### config.mk
export PLATFORM = sky130hd
export DESIGN_NAME = dbg_sysbus_engine
export DESIGN_NICKNAME = d
export VERILOG_FILES = /design/src/rtl/dsb_pkg.sv /design/src/rtl/dsb_access_check.sv /design/src/rtl/dsb_lane_steer.sv /design/src/rtl/dbg_sysbus_engine.sv
export SDC_FILE = /design/constraint.sdc
export NUM_CORES = 1
export LEC_CHECK = 0
export BUFFER_PORTS_ARGS = -buffer_cell sky130_fd_sc_hd__buf_2
export CORE_MARGIN = 2
export CORE_UTILIZATION = 54
export CTS_CLUSTER_SIZE = 30
export DETAILED_ROUTE_END_ITERATION = 8
export PLACE_DENSITY = 0.83
export REMOVE_ABC_BUFFERS = 1
export SYNTH_ARGS = -nofsm -noshare
export SYNTH_HDL_FRONTEND = slang
export SYNTH_SLANG_ARGS = --single-unit
### constraint.sdc
create_clock -name clk -period 2.64 [get_ports clk]
set_clock_uncertainty 0.15 [all_clocks]
set_input_delay 0.132 -clock clk [delete_from_list [all_inputs] [get_ports clk]]
set_output_delay 0.132 -clock clk [all_outputs]
set_load 0.1 [all_outputs]
### src/rtl/dsb_pkg.sv
package dsb_pkg;
  typedef enum logic [1:0] {ST_IDLE, ST_REQ, ST_RESP} dsb_state_e;
  localparam logic [2:0] ERR_NONE  = 3'd0;
  localparam logic [2:0] ERR_BUS   = 3'd2;
  localparam logic [2:0] ERR_ALIGN = 3'd3;
  localparam logic [2:0] ERR_SIZE  = 3'd4;
  localparam logic [1:0] SEL_CTRL  = 2'd0;
  localparam logic [1:0] SEL_ADDR  = 2'd1;
  localparam logic [1:0] SEL_DATA  = 2'd2;
endpackage

### src/rtl/dsb_access_check.sv
module dsb_access_check #(
  parameter int ADDR_W = 32,
  parameter int DATA_W = 32
) (
  input  logic [2:0]        size,
  input  logic [ADDR_W-1:0] addr,
  output logic              size_ok,
  output logic              aligned,
  output logic [ADDR_W-1:0] step
);
  localparam int LANES    = DATA_W / 8;
  localparam int LB       = $clog2(LANES);
  localparam int MAX_SIZE = LB;

  always_comb begin
    size_ok = (int'(size) <= MAX_SIZE);
    aligned = 1'b1;
    for (int b = 0; b < LB; b++) begin
      if ((b < int'(size)) && addr[b]) aligned = 1'b0;
    end
    step = ADDR_W'(1) << size;
  end
endmodule

### src/rtl/dsb_lane_steer.sv
module dsb_lane_steer #(
  parameter int DATA_W = 32
) (
  input  logic [2:0]                      size,
  input  logic [$clog2(DATA_W/8)-1:0]     offset,
  input  logic [DATA_W-1:0]               wdata,
  input  logic [DATA_W-1:0]               rdata_bus,
  output logic [DATA_W-1:0]               wdata_bus,
  output logic [DATA_W-1:0]               rdata_val
);
  localparam int LANES = DATA_W / 8;

  for (genvar i = 0; i < LANES; i++) begin : g_lane
    always_comb begin
      case (size)
        3'd0:    wdata_bus[8*i +: 8] = wdata[7:0];
        3'd1:    wdata_bus[8*i +: 8] = wdata[8*(i % 2) +: 8];
        default: wdata_bus[8*i +: 8] = wdata[8*i +: 8];
      endcase
    end
  end

  logic [DATA_W-1:0] shifted;
  always_comb begin
    shifted   = rdata_bus >> {offset, 3'b000};
    rdata_val = '0;
    case (size)
      3'd0:    rdata_val[7:0]  = shifted[7:0];
      3'd1:    rdata_val[15:0] = shifted[15:0];
      default: rdata_val       = shifted;
    endcase
  end
endmodule

### src/rtl/dbg_sysbus_engine.sv
module dbg_sysbus_engine
  import dsb_pkg::*;
#(
  parameter int ADDR_W = 32,
  parameter int DATA_W = 32
) (
  input  logic              clk,
  input  logic              rst,
  input  logic [1:0]        reg_sel,
  input  logic              reg_wen,
  input  logic              reg_ren,
  input  logic [DATA_W-1:0] reg_wdata,
  output logic [DATA_W-1:0] reg_rdata,
  output logic              bus_req_valid,
  input  logic              bus_req_ready,
  output logic              bus_write,
  output logic [2:0]        bus_size,
  output logic [ADDR_W-1:0] bus_addr,
  output logic [DATA_W-1:0] bus_wdata,
  input  logic              bus_resp_valid,
  input  logic [DATA_W-1:0] bus_rdata,
  input  logic              bus_err
);
  localparam int LB = $clog2(DATA_W / 8);

  dsb_state_e        state_q;
  logic [2:0]        size_q, xfer_size_q, err_q;
  logic              rd_on_addr_q, rd_on_data_q, autoinc_q, busyerr_q, xfer_write_q;
  logic [ADDR_W-1:0] addr_q, step_q;
  logic [DATA_W-1:0] data_q;

  logic busy, no_err, wen_ctrl, wen_addr, wen_data, ren_data;
  logic start_wr, start_rd, start_any;
  logic [ADDR_W-1:0] start_addr, chk_step;
  logic chk_size_ok, chk_aligned;
  logic [DATA_W-1:0] rd_val, ctrl_view;

  assign busy     = (state_q != ST_IDLE);
  assign no_err   = (err_q == ERR_NONE) && !busyerr_q;
  assign wen_ctrl = reg_wen && (reg_sel == SEL_CTRL);
  assign wen_addr = reg_wen && (reg_sel == SEL_ADDR);
  assign wen_data = reg_wen && (reg_sel == SEL_DATA);
  assign ren_data = reg_ren && (reg_sel == SEL_DATA);

  assign start_wr   = wen_data && !busy && no_err;
  assign start_rd   = !busy && no_err && ((wen_addr && rd_on_addr_q) || (ren_data && rd_on_data_q));
  assign start_any  = start_wr || start_rd;
  assign start_addr = wen_addr ? reg_wdata[ADDR_W-1:0] : addr_q;

  dsb_access_check #(.ADDR_W(ADDR_W), .DATA_W(DATA_W)) u_check (
    .size    (size_q),
    .addr    (start_addr),
    .size_ok (chk_size_ok),
    .aligned (chk_aligned),
    .step    (chk_step)
  );

  dsb_lane_steer #(.DATA_W(DATA_W)) u_steer (
    .size      (xfer_size_q),
    .offset    (addr_q[LB-1:0]),
    .wdata     (data_q),
    .rdata_bus (bus_rdata),
    .wdata_bus (bus_wdata),
    .rdata_val (rd_val)
  );

  always_comb begin
    ctrl_view        = '0;
    ctrl_view[2:0]   = size_q;
    ctrl_view[4]     = rd_on_addr_q;
    ctrl_view[5]     = rd_on_data_q;
    ctrl_view[6]     = autoinc_q;
    ctrl_view[8]     = busy;
    ctrl_view[9]     = busyerr_q;
    ctrl_view[14:12] = err_q;
  end

  always_ff @(posedge clk) begin
    if (rst) begin
      state_q      <= ST_IDLE;
      size_q       <= 3'd2;
      xfer_size_q  <= 3'd2;
      rd_on_addr_q <= 1'b0;
      rd_on_data_q <= 1'b0;
      autoinc_q    <= 1'b0;
      busyerr_q    <= 1'b0;
      err_q        <= ERR_NONE;
      xfer_write_q <= 1'b0;
      addr_q       <= '0;
      step_q       <= '0;
      data_q       <= '0;
      reg_rdata    <= '0;
    end else begin
      if (reg_ren) begin
        case (reg_sel)
          SEL_CTRL: reg_rdata <= ctrl_view;
          SEL_ADDR: reg_rdata <= DATA_W'(addr_q);
          SEL_DATA: reg_rdata <= data_q;
          default:  reg_rdata <= '0;
        endcase
      end
      if (wen_ctrl) begin
        size_q       <= reg_wdata[2:0];
        rd_on_addr_q <= reg_wdata[4];
        rd_on_data_q <= reg_wdata[5];
        autoinc_q    <= reg_wdata[6];
        if (reg_wdata[9]) busyerr_q <= 1'b0;
        err_q <= err_q & ~reg_wdata[14:12];
      end
      if (busy && (wen_addr || wen_data || ren_data)) busyerr_q <= 1'b1;
      if (wen_addr && !busy) addr_q <= reg_wdata[ADDR_W-1:0];
      if (start_wr) data_q <= reg_wdata;
      case (state_q)
        ST_IDLE: begin
          if (start_any) begin
            if (!chk_size_ok) begin
              err_q <= ERR_SIZE;
            end else if (!chk_aligned) begin
              err_q <= ERR_ALIGN;
            end else begin
              state_q      <= ST_REQ;
              xfer_write_q <= start_wr;
              xfer_size_q  <= size_q;
              step_q       <= chk_step;
            end
          end
        end
        ST_REQ: begin
          if (bus_req_ready) state_q <= ST_RESP;
        end
        ST_RESP: begin
          if (bus_resp_valid) begin
            state_q <= ST_IDLE;
            if (bus_err) begin
              err_q <= ERR_BUS;
            end else begin
              if (!xfer_write_q) data_q <= rd_val;
              if (autoinc_q) addr_q <= addr_q + step_q;
            end
          end
        end
        default: state_q <= ST_IDLE;
      endcase
    end
  end

  assign bus_req_valid = (state_q == ST_REQ);
  assign bus_write     = xfer_write_q;
  assign bus_size      = xfer_size_q;
  assign bus_addr      = addr_q;

  // request held stable while stalled
  a_r13_req_stable: assert property (@(posedge clk) disable iff (rst)
    bus_req_valid && !bus_req_ready |=> bus_req_valid && $stable(bus_addr)
      && $stable(bus_wdata) && $stable(bus_size) && $stable(bus_write));

  // a request only rises when no error indication was present
  a_r11_no_start_on_err: assert property (@(posedge clk) disable iff (rst)
    $rose(bus_req_valid) |-> $past(err_q == ERR_NONE && !busyerr_q));

  // failed response keeps the address and records the bus error
  a_r9_no_incr_on_err: assert property (@(posedge clk) disable iff (rst)
    (state_q == ST_RESP) && bus_resp_valid && bus_err |=> $stable(addr_q) && (err_q == ERR_BUS));

  // address write while busy flags a violation
  a_r10_busy_addr_write: assert property (@(posedge clk) disable iff (rst)
    busy && wen_addr |=> busyerr_q);

  // data register untouched while a request is outstanding
  a_r10_data_hold: assert property (@(posedge clk) disable iff (rst)
    (state_q == ST_REQ) |=> $stable(data_q));
endmodule

==> results of run 1 <==
critical path, stage by stage (launching register included):
cell     delay [ns]
dfxtp_1        0.35
nor3_2         0.75
mux2_2         0.32
buf_2          0.43
cells by family after synthesis:
logic type / share of synthesized area (%)
muxes: 13.4
xor gates and xnor gates: 1.51
and+or+nand+nor: 19.9
adders and majority gates: 1.73
buffers and inverters: 5.00
DFF: 34.5
AOI/OAI and AO/OA: 23.9
cell type report:
cell class / instances / area [sq um] / share of cell area [%]
well taps: 172 / 215 / 2.37
multi-input cells: 644 / 4220 / 46.5
repair buffers: 254 / 1600 / 17.7
diodes: 1 / 2.50 / 0.0276
inverters: 2 / 7.51 / 0.0827
flip-flops and latches: 120 / 2400 / 26.4
clock inverters: 8 / 115 / 1.27
clock buffers: 24 / 512 / 5.63
synth_stat cells, drive strengths merged (9+ instances only):
cell,instances,area share [%]
dfxtp,120,35
a211oi,34,3.7
nand2,83,4.5
a211o,10,1.3
nor2,113,6.2
nor2b,14,1.3
nand4,9,1.0
and3,15,1.3
nand3,20,1.5
clkbuf,61,3.3
nor3,10,0.79
a22oi,51,5.5
a21oi,49,3.5
o21ai,22,1.6
mux2,34,5.5
mux2i,55,7.9
buf,19,1.6
a311oi,17,2.1
state kept, by name, summed over array words and instances (netlist names):
register	count
state_q	2
bus_addr	32
bus_write	1
rd_on_addr_q	1
bus_size	3
err_q	3
rd_on_data_q	1
data_q	32
busyerr_q	1
step_q	8
reg_rdata	32
size_q	3
autoinc_q	1
metal layers:
| layer | wire length, microns | track usage (%) |
|---|---|---|
| met1 | 9890 | 45.8 |
| met2 | 11300 | 55.2 |
| met3 | 2790 | 7.51 |
| met4 | 886 | 17.3 |
| met5 | 0 | 0 |
final timing paths:
kind	slack, ns	to	cells after the start	from
max	0.09	bus_wdata[13]	3	bus_size[2]
min	0.01	data_q[10]	5	bus_rdata[18]
max reg2reg	0.15	bus_addr[20]	9	bus_addr[0]
min reg2reg	0.33	reg_rdata[11]	2	reg_rdata[11]
power by group:
part	switching, mW	total (mW)	leakage (nW)	internal [mW]
clock network	0.826	2.45	0.316	1.63
logic	0.864	1.19	2.65	0.329
registers	0.0834	1.97	0.978	1.89
total	1.77	5.62	3.94	3.84
through the flow:
step / setup slack (ns) / hold WS, ns / area (sq um)
3_5_place_dp: 0.0949 / 0.252 / 7990
2_1_floorplan: -1.36 / 0.0511 / 6620
6_report: 0.0864 / 0.0128 / 9080
5_1_grt: 0.0220 / 0.0203 / 9080
3_3_place_gp: 0.146 / 0.222 / 7990
4_1_cts: 0.0762 / 0.00230 / 9070
timing repair:
item,CTS,global route
hold endpoints to repair,66,0
resized for setup,0,1
hold buffers,46,0
endpoints found under the setup margin,0,2
setup buffers,0,0
==> qor.csv, run 1 <==
stage;metric;value;unit
finish;FILL cells;966;
sta;min Tclk post-route;2.55;ns
finish;most common cell after layout, fill and taps aside;buf_2;
floorplanning;die width;118;microns
sta;slew margin rel.;40.5;%
floorplanning;Die ar.;13800;sq um
floorplanning;cell row count;41;
power_and_ir_drop;Static Leak;3.94;nW
placed_design;DP Cell Count;1146;
setup_path;critical path launch point type;flip-flop;
placed_design;post-DP HPWL;16700;microns
clock_network;clk slew on worst S/H paths;0.06;ns
power_and_ir_drop;Power Density;619;nW/um^2
finish;final net count;1121;
finish;Area growth syn-to-layout;30.5;%
synthesis;Post-synth EDFFs;0;
floorplanning;io pins;174;
floorplanning;Initial Util;55.2;%
drt;antenna-violating nets left;0;
setup_path;CP arrival;2.27;ns
synthesis;Main synth FF type;dfxtp_1;
synthesis;synthesized area per cell;8.23;sq um
sta;fin crit share;96.7;%
synthesis;Seq/Total Area, Yosys;34.5;%
synthesis;async set-or-reset flop fraction in the synthesized netlist;0;%
drt;total number of vias;7713;
clock_network;Sink Count;120;
floorplanning;core area;12600;sq um
worst_hold_path;worst min-delay path class;input port to flip-flop;
sta;Worst Tran Pin Value;0.887;ns
grt;total grt overflow;0;
clock_network;H-Tree Level Count;4;
clock_network;clock root buffer;clkbuf_16;
run;max-cap violations;0;
grt;global-route wire length before repair;38700;microns
synthesis;Ys Warns;0;
placed_design;# port buffers;173;
setup_path;worst-path fanout max;9;
sta;Final Hold Vio Count;0;
sta;RSZ-0062 raised after global routing;no;
clock_network;CTS buffer count;17;
synthesis;Distinct cells, synth;66;
drt;drt drc;0;
placed_design;routability cong.;0.934;
clock_network;CTS tree;built;
sta;Slew Limit Fails;0;
synthesis;Yosys reg bits;120;
grt;vias in the first global route;7270;
drt;1st-pass router iterations;8;
clock_network;worst-skew pair later-pin latency;0.43;ns
drt;post-DR vias/cell;6.30;
synthesis;Synth Cell Area;6960;sq um
power_and_ir_drop;Power Total;5.62;mW
drt;total wire length;24800;microns
finish;layout cells sized above 1;27.3;%
grt;initial antenna violation count;0;
power_and_ir_drop;VDD IR-drop max;0.000428;V
grt;GRT Util Overall;35.1;%
setup_path;CP Capture Type;primary output;
sta;setup violators final;0;
synthesis;Synth Instances;846;
setup_path;worst path required time;2.36;ns
sta;total negative slack;0;ns
finish;Cell Count, Final, Fillers Out;1225;
clock_network;Longest Clk Path Bufs;2;
finish;final core area utilization;72.0;%
sta;Max Freq;392;MHz
drt;DR WL/cell;20.3;microns
floorplanning;Die H;118;microns
grt;largest net degree at the start of global routing;106;
finish;commonest cells after routing, fill and taps aside;buf_2 (172), dfxtp_1 (120), nor2_1 (109), nand2_1 (83), mux2i_1 (55);
setup_path;critical path class;flip-flop to primary output;
run_status;status;finished clean;
drt;Iteration-0 DRC Markers;1137;
Power figures use the tool's default switching activity.
==> inputs of run 2 (changes only) <==
CTS_BUF_LIST = sky130_fd_sc_hd__clkbuf_16   (was not set)
PLACE_DENSITY = 0.81   (was 0.83)
==> run 2 against run 1 <==
Compared with the run above: utilization decreased by 0.83 points; largest cell class unchanged; global-route usage increased by 0.48 points; critical path type unchanged; worst setup slack got worse by 0.073 ns; non-clock buffer count unchanged; highest routed layer unchanged; flip-flop and latch count unchanged; via count decreased by 0.18%; power decreased by 5.1%; die area unchanged.
==> qor.csv, run 2 (synthesized netlist as in run 1, its figures left out) <==
stage;metric;value;unit
run_status;status;finished clean;
setup_path;worst path required time;2.36;ns
clock_network;post-CTS setup repair buffer count;0;
power_and_ir_drop;Power Total;5.33;mW
setup_path;CP Capture Type;primary output;
sta;Final Hold Vio Count;0;
power_and_ir_drop;Power Density;594;nW/um^2
setup_path;worst-path fanout max;9;
finish;most common cell after layout, fill and taps aside;buf_2;
finish;commonest cells after routing, fill and taps aside;buf_2 (172), dfxtp_1 (120), nor2_1 (109), nand2_1 (83), mux2i_1 (55);
placed_design;post-DP HPWL;16700;microns
drt;post-DR vias/cell;6.30;
clock_network;clock root buffer;clkbuf_16;
worst_hold_path;HP Start;bus_rdata[20];
sta;slew margin rel.;35.6;%
clock_network;clk slew on worst S/H paths;0.06;ns
power_and_ir_drop;VDD IR-drop max;0.000377;V
drt;1st-pass router iterations;6;
setup_path;CP Capture Point;bus_wdata[12];
sta;total negative slack;0;ns
drt;Iteration-0 DRC Markers;1176;
setup_path;r2r worst-path depth;9;
grt;total grt overflow;0;
sta;setup violators final;0;
setup_path;CP arrival;2.35;ns
floorplanning;io pins;174;
floorplanning;Die H;118;microns
drt;total wire length;24700;microns
grt;global-route wire length before repair;39000;microns
drt;antenna-violating nets left;0;
grt;vias in the first global route;7254;
clock_network;H-Tree Level Count;4;
clock_network;Longest Clk Path Bufs;2;
grt;GRT Util Overall;35.6;%
floorplanning;Initial Util;55.2;%
setup_path;critical path class;flip-flop to primary output;
sta;RSZ-0062 raised after global routing;yes;
setup_path;max incr delay on CP;0.80;ns
sta;min Tclk post-route;2.63;ns
finish;Area growth syn-to-layout;29.0;%
setup_path;CP startpoint;bus_size[2];
clock_network;worst-skew pair later-pin latency;0.42;ns
clock_network;CTS tree;built;
setup_path;critical path launch point type;flip-flop;
worst_hold_path;worst min-delay path class;input port to flip-flop;
sta;Slew Limit Fails;0;
finish;final net count;1121;
clock_network;CTS buffer count;17;
floorplanning;Die ar.;13800;sq um
placed_design;# port buffers;173;
sta;Max Freq;381;MHz
floorplanning;die width;118;microns
setup_path;Worst R2R Setup Slack;0.06;ns
floorplanning;core area;12600;sq um
setup_path;R2R Path End;bus_addr[22];
grt;initial antenna violation count;0;
finish;final core area utilization;71.1;%
run;max-cap violations;0;
setup_path;slowest CP cell;nor3_2;
placed_design;routability cong.;0.935;
clock_network;Sink Count;120;
sta;fin crit share;99.5;%
setup_path;CP cell instances;nor3_2 -> mux2_2 -> buf_2;
finish;layout cells sized above 1;26.5;%
sta;Worst Tran Pin Value;0.961;ns
floorplanning;cell row count;41;
drt;total number of vias;7699;
setup_path;Worst R2R Start;bus_addr[0];
finish;n_diodes;0;
finish;FILL cells;1018;
grt;largest net degree at the start of global routing;66;
drt;DR WL/cell;20.2;microns
power_and_ir_drop;Static Leak;3.89;nW
drt;drt drc;0;
-- run 2: cell count changes in the layout (fill, tap and decap cells not counted) --
cell and delta:
clkinv_1 +6, clkbuf_8 -6, clkinvlp_4 +1, a221oi_1 +1, dlygate4sd3_1 +1, diode_2 -1
a221oi_2 -1, buf_12 -1, bufinv_16 -1, clkbuf_1 -1
-- run 2: cell type report --
| class | instances | area [sq um] | area share (%) |
|---|---|---|---|
| Inverter | 2 | 7.51 | 0.0836 |
| Timing Repair Buffer | 254 | 1590 | 17.8 |
| Clock inverter | 14 | 115 | 1.28 |
| Multi-Input combinational cell | 644 | 4220 | 47.0 |
| Tap cell | 172 | 215 | 2.40 |
| Sequential cell | 120 | 2400 | 26.8 |
| Clock buffer | 17 | 425 | 4.74 |
-- run 2: worst min-delay path by stage --
stage	end	slack, ns	cells after the start
2_1_floorplan	bus_addr[17]	0.05	1
3_3_place_gp	state_q[1]	0.22	3
3_5_place_dp	state_q[1]	0.26	3
4_1_cts	data_q[15]	0.003	5
5_1_grt	data_q[12]	0.04	5
6_report	data_q[12]	0.01	5
-- run 2: through the flow --
| stage | hold WS [ns] | setup WS (ns) | cell area (sq um) | instances |
|---|---|---|---|---|
| floorplan | 0.0511 | -1.36 | 6620 | 766 |
| global placement | 0.224 | 0.136 | 7970 | 1145 |
| detailed placement | 0.259 | 0.0925 | 7970 | 1145 |
| CTS | 0.00313 | 0.0720 | 8980 | 1223 |
| global route | 0.0406 | -0.0373 | 8980 | 1223 |
| finish | 0.0107 | 0.0130 | 8980 | 1223 |
-- run 2: critical path: cells and delay by family, from the launching register on --
family	cells	cell delay [ns]
AND/OR/NAND/NOR	1	0.80
buffers and inverters	1	0.43
flip-flops	1	0.35
multiplexers	1	0.34
-- run 2: routing by layer --
metal	wire length, microns	GRT usage [%]	share of wire, %	vias up
li1	-	-	-	3492
met4	1010	17.2	4.1	0
met5	0	0	0	-
met2	11100	55.2	45	536
met3	2750	7.56	11	90
met1	9860	47.2	40	3581
-- run 2: power by group --
group          internal [mW]  switching, mW
Sequential              1.89         0.0815
Clock                   1.35          0.820
Combinational          0.325          0.863
-- run 2: repair_timing --
item                       in CTS  in global routing
hold buffers                   47                  0
hold endpoints to repair       65                  0
setup endpoints to repair       0                  4
gates resized for setup         0                  0
